$ cat src/rtl/fq_pkg.sv
package fq_pkg;

  localparam int FQ_SEL_W     = 2;
  localparam int FQ_MAX_DEPTH = 6;
  localparam int FQ_CNT_W     = $clog2(FQ_MAX_DEPTH + 1);

  typedef logic [FQ_SEL_W-1:0] fq_sel_t;
  typedef logic [FQ_CNT_W-1:0] fq_cnt_t;

  // Run length for each selector value: 1, 2, 4, 6.
  function automatic fq_cnt_t fq_run_len(input fq_sel_t sel);
    fq_cnt_t len;
    case (sel)
      2'b00:   len = FQ_CNT_W'(1);
      2'b01:   len = FQ_CNT_W'(2);
      2'b10:   len = FQ_CNT_W'(4);
      default: len = FQ_CNT_W'(6);
    endcase
    return len;
  endfunction

endpackage

$ cat src/rtl/fq_reset_sync.sv
module fq_reset_sync #(
  parameter int STAGES = 2
) (
  input  logic clk,
  input  logic rst_n,
  output logic rst_n_sync
);

  logic [STAGES-1:0] pipe_q;

  always_ff @(posedge clk or negedge rst_n) begin
    if (!rst_n) pipe_q <= '0;
    else        pipe_q <= {pipe_q[STAGES-2:0], 1'b1};
  end

  assign rst_n_sync = pipe_q[STAGES-1];

endmodule

$ cat src/rtl/fq_sel_tracker.sv
module fq_sel_tracker
  import fq_pkg::*;
(
  input  logic    clk,
  input  logic    rst_n,
  input  fq_sel_t sel,
  output fq_cnt_t run_len,
  output logic    sel_changed
);

  fq_sel_t sel_q;

  always_ff @(posedge clk or negedge rst_n) begin
    if (!rst_n) sel_q <= '0;
    else        sel_q <= sel;
  end

  assign sel_changed = (sel != sel_q);
  assign run_len     = fq_run_len(sel);

endmodule

$ cat src/rtl/fq_run_counter.sv
module fq_run_counter
  import fq_pkg::*;
(
  input  logic    clk,
  input  logic    rst_n,
  input  logic    sample_en,
  input  logic    raw,
  input  logic    flush,
  input  fq_cnt_t run_len,
  output logic    qualified
);

  fq_cnt_t run_q, run_d;
  logic    qual_q, qual_d;
  logic    upd_en;

  always_comb begin
    run_d = run_q;
    if (flush) begin
      run_d = '0;
    end else if (sample_en) begin
      if (!raw)                 run_d = '0;
      else if (run_q < run_len) run_d = run_q + 1'b1;
    end
    qual_d = !flush && (run_d == run_len);
  end

  assign upd_en = flush | sample_en;

  always_ff @(posedge clk or negedge rst_n) begin
    if (!rst_n) begin
      run_q  <= '0;
      qual_q <= 1'b0;
    end else if (upd_en) begin
      run_q  <= run_d;
      qual_q <= qual_d;
    end
  end

  assign qualified = qual_q;

endmodule

$ cat src/rtl/fault_queue_filter.sv
module fault_queue_filter
  import fq_pkg::*;
#(
  parameter int N_CH = 3
) (
  input  logic                clk,
  input  logic                rst_n,
  input  logic                conv_done,
  input  logic [N_CH-1:0]     cond_raw,
  input  logic [FQ_SEL_W-1:0] depth_sel,
  input  logic                clr,
  output logic [N_CH-1:0]     cond_valid
);

  logic    rst_n_int;
  fq_cnt_t run_len;
  logic    sel_changed;
  logic    flush;

  fq_reset_sync #(.STAGES(2)) u_rst (
    .clk        (clk),
    .rst_n      (rst_n),
    .rst_n_sync (rst_n_int)
  );

  fq_sel_tracker u_sel (
    .clk         (clk),
    .rst_n       (rst_n_int),
    .sel         (depth_sel),
    .run_len     (run_len),
    .sel_changed (sel_changed)
  );

  assign flush = clr | sel_changed;

  for (genvar g = 0; g < N_CH; g++) begin : g_ch
    fq_run_counter u_cnt (
      .clk       (clk),
      .rst_n     (rst_n_int),
      .sample_en (conv_done),
      .raw       (cond_raw[g]),
      .flush     (flush),
      .run_len   (run_len),
      .qualified (cond_valid[g])
    );
  end

endmodule

$ cat config.mk
export PLATFORM = sky130hd
export DESIGN_NAME = fault_queue_filter
export DESIGN_NICKNAME = d
export VERILOG_FILES = /design/src/rtl/fq_pkg.sv /design/src/rtl/fq_reset_sync.sv /design/src/rtl/fq_sel_tracker.sv /design/src/rtl/fq_run_counter.sv /design/src/rtl/fault_queue_filter.sv
export SDC_FILE = /design/constraint.sdc
export NUM_CORES = 1
export LEC_CHECK = 0
export BUFFER_PORTS_ARGS = -buffer_cell sky130_fd_sc_hd__buf_2
export CAP_MARGIN = 5
export CELL_PAD_IN_SITES_DETAIL_PLACEMENT = 0
export CELL_PAD_IN_SITES_GLOBAL_PLACEMENT = 1
export CORE_MARGIN = 2
export CORE_UTILIZATION = 38
export DETAILED_ROUTE_END_ITERATION = 6
export MAX_ROUTING_LAYER = met4
export PLACE_DENSITY_LB_ADDON = 0.1
export SYNTH_ARGS = -nofsm -noshare
export SYNTH_HDL_FRONTEND = slang
export SYNTH_HIERARCHICAL = 1
export SYNTH_SLANG_ARGS = --single-unit
$ cat constraint.sdc
create_clock -name clk -period 0.8 [get_ports clk]
set_input_delay 0.12 -clock clk [delete_from_list [all_inputs] [get_ports clk]]
set_output_delay 0.12 -clock clk [all_outputs]
set_load 0.02 [all_outputs]
==> metrics list <==
* Global Route met3 Usage: 2.29%
- The most used flip-flop cell after synthesis is sky130_fd_sc_hd__dfrtp_1.
* Met2 Use GR: 35.0%
* Number of detailed-route iterations in the first pass: 4
* Final total power: 1.88 mW
- XOR/XNOR Fraction of Synth Area: under 10%
- Number of distinct library cells after synthesis: 29
- Counting flops with a built-in enable in the synthesized netlist gives 0.
- Dominant cell by count in the synthesized netlist: sky130_fd_sc_hd__dfrtp_1
- Global routing used 20.4% of the available tracks.
* Clk Latency, worst-skew pair: 290 ps
* Pin count of the biggest net entering global routing: 15
* Post-synth top cells: 16 x sky130_fd_sc_hd__dfrtp_1, 12 x sky130_fd_sc_hd__a21oi_1, 12 x sky130_fd_sc_hd__inv_1, 12 x sky130_fd_sc_hd__nand2b_1
- In this run the critical register-to-register path is launched from u_sel/sel_q[1].
- Die H: around 64 um
* Number of nets produced by synthesis: between 150 and 200
- The routed design has between 3 and 4 mm of wire.
- Wire per inst: between 10 and 15 um
* Final-report max-slew violation count: 0
* Fraction of met1 tracks used by global routing: between 20% and 30%
- The worst hold path begins at depth_sel[1].
- Sequential-to-total area share from yosys stat: 28.9%
- The synthesized design contains 16 register bits.
- Wire length of the first global-routing pass: 6.52 mm
- Final hold analysis gives a worst-case slack of approximately 19 ps.
- Power spread over the standard cell area amounts to 925 nW/um^2.
- Vias after detailed routing: 1395
- Along the worst hold path, the cell count comes to 1.
* Antenna violations before repair: 0
* Final clock skew: 12.4 ps
- Compared with the post-synthesis result, the final layout area differs by 46.6%.
* Final GP Congestion: approximately 0.88
* GRT Max-Usage Layer: met2
- Synthesis produced a netlist whose cell count is roughly 150.
* Reg-to-reg setup timing slack: -1060 ps
- Post-route fraction of the period consumed by the critical path: 233%
* Largest family of logic cells by synthesized area: compound AO/OA/AOI/OAI gates
- The worst hold path terminates at u_sel/sel_q[1].
- Crit-path slowest cell: sky130_fd_sc_hd__dfrtp_1
- In this run the worst path has a maximum fanout of 7.
- The run finished, with violations left.
* Max Cap Violations: 0
- Area of the placeable core: 3420 um^2
* Number of nets in the final layout: 233
* Number of clock sinks: 16
* Crit-path cells: xnor2_1 > nand2_1 > or2_4 > and4bb_1 > o211ai_1 > o22ai_2 > xnor2_1 > o31ai_2
* Crit start category: register
- The die is roughly 64 um wide.
- Final antenna-violating net count: 0
* Number of rows created at floorplan: 21
- Summed over all cells, the static leakage comes to 0.915 nW.
- Once the floorplan was initialized, standard cells occupied 40.5% of the core.
- For this run, the slowest stage of the critical path takes 400 ps.
* Via count of the first global-routing pass: around 1400
- Number of CTS-inserted buffers: 3
- The path class of the tightest hold or removal check is input port to register.
- Worst supply voltage drop on vdd: 0.000664 V
* Share of layout cells above drive strength 1: 42.1%
* Crit path capture type: register
* Number of port buffers: 11
- Top area cells in the synthesized netlist: sky130_fd_sc_hd__dfrtp_1 29%, sky130_fd_sc_hd__ha_1 8.1%, sky130_fd_sc_hd__nand2b_1 5.4%, sky130_fd_sc_hd__xnor2_1 5.1%, sky130_fd_sc_hd__a21oi_1 4.3%
- Async S/R FF share, synth: 100%
- In this run the clock root is driven by a sky130_fd_sc_hd__clkbuf_4.
- Post-layout utilization of the core: 59.5%
- H-tree level count: 1
- YS warnings: 6
* Crit path required time: 990 ps
- The synthesized netlist devotes 31.2% of its cell area to compound gates.
- Adder-cell share of the synthesized area: about 8.1%
* Residual DRC: 0
- Summing the areas of all and, or, nand and nor instances in the mapped netlist gives 22.7% of the synthesized area.
- TritonCTS clock tree: yes
* Critical Setup Path Class: register to register
- Worst path most repeated cell: sky130_fd_sc_hd__xnor2_1
- For this design the top-level I/O count stands at 12.
- Buffers and inverters on the worst path: 0
* Yosys top cell area share: 28.9%
* Crit path time final: around 1900 ps
- Synth area leader: sky130_fd_sc_hd__dfrtp_1
- Global routing finished with a remaining overflow of 0.
- Portion of netlist area occupied by mux cells: 0%
- The number of cells on the worst reg-to-reg path is 8.
- Final HPWL DP: about 2.8 mm
* Worst path setup slack after routing: -1060 ps
- Averaged over all synthesized cells, the footprint is between 9 and 10 um^2.
- CTS clk-pin slew, worst paths: approximately 100 ps
- In this run the deepest clock path goes through 2 buffers.
* Final hold violations: 0
* Finish-stage setup viols: 15
- Die footprint: 4140 um^2
- Critical R2R Capture: g_ch[1].u_cnt/qualified
- Dividing the detail-routed via count by the number of cells gives 5.37.
- The checks that failed: setup timing.
- Based on the critical path, the design can be clocked at up to roughly 0.54 GHz.
- Number of diodes: 0
- In this run the cell area of the synthesized design comes to 1390 um^2.
- CP Data Arrival Time: 2060 ps
- In this design, the largest share of critical-path delay is due to simple AND/OR/NAND/NOR gates.
- The detailed router finished its first iteration with 84 violations.
- Setup repair after global routing could not meet its margin everywhere.
state kept, by name, indices dropped and copies added (netlist names):
signal                count
u_rst/pipe_q              2
g_ch.u_cnt/run_q          9
g_ch.u_cnt/qualified      3
u_sel/sel_q               2
routing by layer:
| metal | up-vias | share of wire [%] |
|---|---|---|
| li1 | 692 | - |
| met1 | 677 | 47 |
| met2 | 22 | 50 |
| met3 | 4 | 2.2 |
| met4 | 0 | 0.62 |
| met5 | - | 0 |
worst register-to-register path: stages (launching register included):
cell                       delay, ps
sky130_fd_sc_hd__dfrtp_1         400
sky130_fd_sc_hd__xnor2_1         130
sky130_fd_sc_hd__nand2_1         100
sky130_fd_sc_hd__or2_4           290
sky130_fd_sc_hd__and4bb_1        320
sky130_fd_sc_hd__o211ai_1        120
sky130_fd_sc_hd__o22ai_2         150
sky130_fd_sc_hd__xnor2_1         100
sky130_fd_sc_hd__o31ai_2         170
layout make-up:
cell class | count | area, um^2
multi-input cells | 124 | 1060
well taps | 46 | 57.6
repair buffers | 58 | 429
clock buffers | 4 | 36.3
flip-flops and latches | 16 | 400
inverters | 12 | 45.0
fillers | 297 | 1390
cell families (layout without fill, tap and decap cells):
logic type | Yosys count | count (layout)
flops | 16 | 16
other cells | 1 | 1
simple gates | 48 | 49
xor+xnor | 8 | 8
buf+inv | 14 | 74
fa+ha+maj | 9 | 9
compound gates | 57 | 57
cells in the final DEF (no fill, tap or decap), types with 3 or more instances in the layout:
cell / n
sky130_fd_sc_hd__o21ai_0: 9
sky130_fd_sc_hd__o22ai_2: 3
sky130_fd_sc_hd__a211oi_2: 3
sky130_fd_sc_hd__buf_4: 46
sky130_fd_sc_hd__and4bb_1: 3
sky130_fd_sc_hd__nor3b_1: 6
sky130_fd_sc_hd__buf_2: 8
sky130_fd_sc_hd__nor2_1: 3
sky130_fd_sc_hd__o211a_1: 3
sky130_fd_sc_hd__o211ai_1: 6
sky130_fd_sc_hd__or3b_1: 3
sky130_fd_sc_hd__clkbuf_4: 3
sky130_fd_sc_hd__a211oi_1: 3
sky130_fd_sc_hd__nand2b_1: 12
sky130_fd_sc_hd__inv_1: 12
sky130_fd_sc_hd__dfrtp_1: 16
sky130_fd_sc_hd__ha_4: 6
sky130_fd_sc_hd__a211o_1: 6
sky130_fd_sc_hd__buf_6: 3
sky130_fd_sc_hd__a21oi_2: 5
sky130_fd_sc_hd__o21a_4: 3
sky130_fd_sc_hd__a21oi_1: 7
sky130_fd_sc_hd__o21ai_2: 3
sky130_fd_sc_hd__nand2_1: 7
sky130_fd_sc_hd__nand4b_1: 3
sky130_fd_sc_hd__nor3_1: 3
sky130_fd_sc_hd__nand3b_1: 3
sky130_fd_sc_hd__ha_1: 3
sky130_fd_sc_hd__o21ai_1: 3
sky130_fd_sc_hd__xnor2_1: 8
sky130_fd_sc_hd__o31ai_2: 3
sky130_fd_sc_hd__nor2b_1: 3
power breakdown:
| part | total [mW] | leakage (nW) | internal, mW | switching, mW |
|---|---|---|---|---|
| sequential | 0.833 | 0.214 | 0.824 | 0.00924 |
| clock | 0.540 | 0.0210 | 0.277 | 0.263 |
| combinational | 0.506 | 0.680 | 0.247 | 0.259 |
how the worst max path moves through the flow:
stage / from / to / slack [ps] / cells past startpoint
5_1_grt: u_sel/sel_q[1] / g_ch[0].u_cnt/qualified / -1190 / 8
3_3_place_gp: u_sel/sel_q[0] / g_ch[1].u_cnt/qualified / -1000 / 8
3_5_place_dp: u_sel/sel_q[1] / g_ch[1].u_cnt/qualified / -1040 / 8
2_1_floorplan: g_ch[0].u_cnt/run_q[1] / g_ch[0].u_cnt/qualified / -850 / 6
4_1_cts: u_sel/sel_q[1] / g_ch[1].u_cnt/qualified / -1060 / 8
6_report: u_sel/sel_q[1] / g_ch[1].u_cnt/qualified / -1060 / 8
metrics by stage:
stage / setup TNS, ps / setup slack, ps / area, um^2 / instances
floorplan: -7720 / -847 / 1430 / 153
global placement: -9340 / -1000 / 1830 / 248
detailed placement: -9460 / -1040 / 1830 / 248
CTS: -9950 / -1060 / 1980 / 256
global route: -11500 / -1190 / 2030 / 260
finish: -10070 / -1060 / 2030 / 260
what timing repair did:
| action | 4_1_cts | 5_1_grt |
|---|---|---|
| cloned | 0 | 1 |
| buffers inserted | 3 | 3 |
| resized for setup | 14 | 4 |
| hold buffers | 1 | 0 |
| setup endpoints to repair | 15 | 15 |
| pin swaps | 1 | 2 |
| hold endpoints to repair | 2 | 0 |
Note: power is estimated with default switching activity, not from simulation.
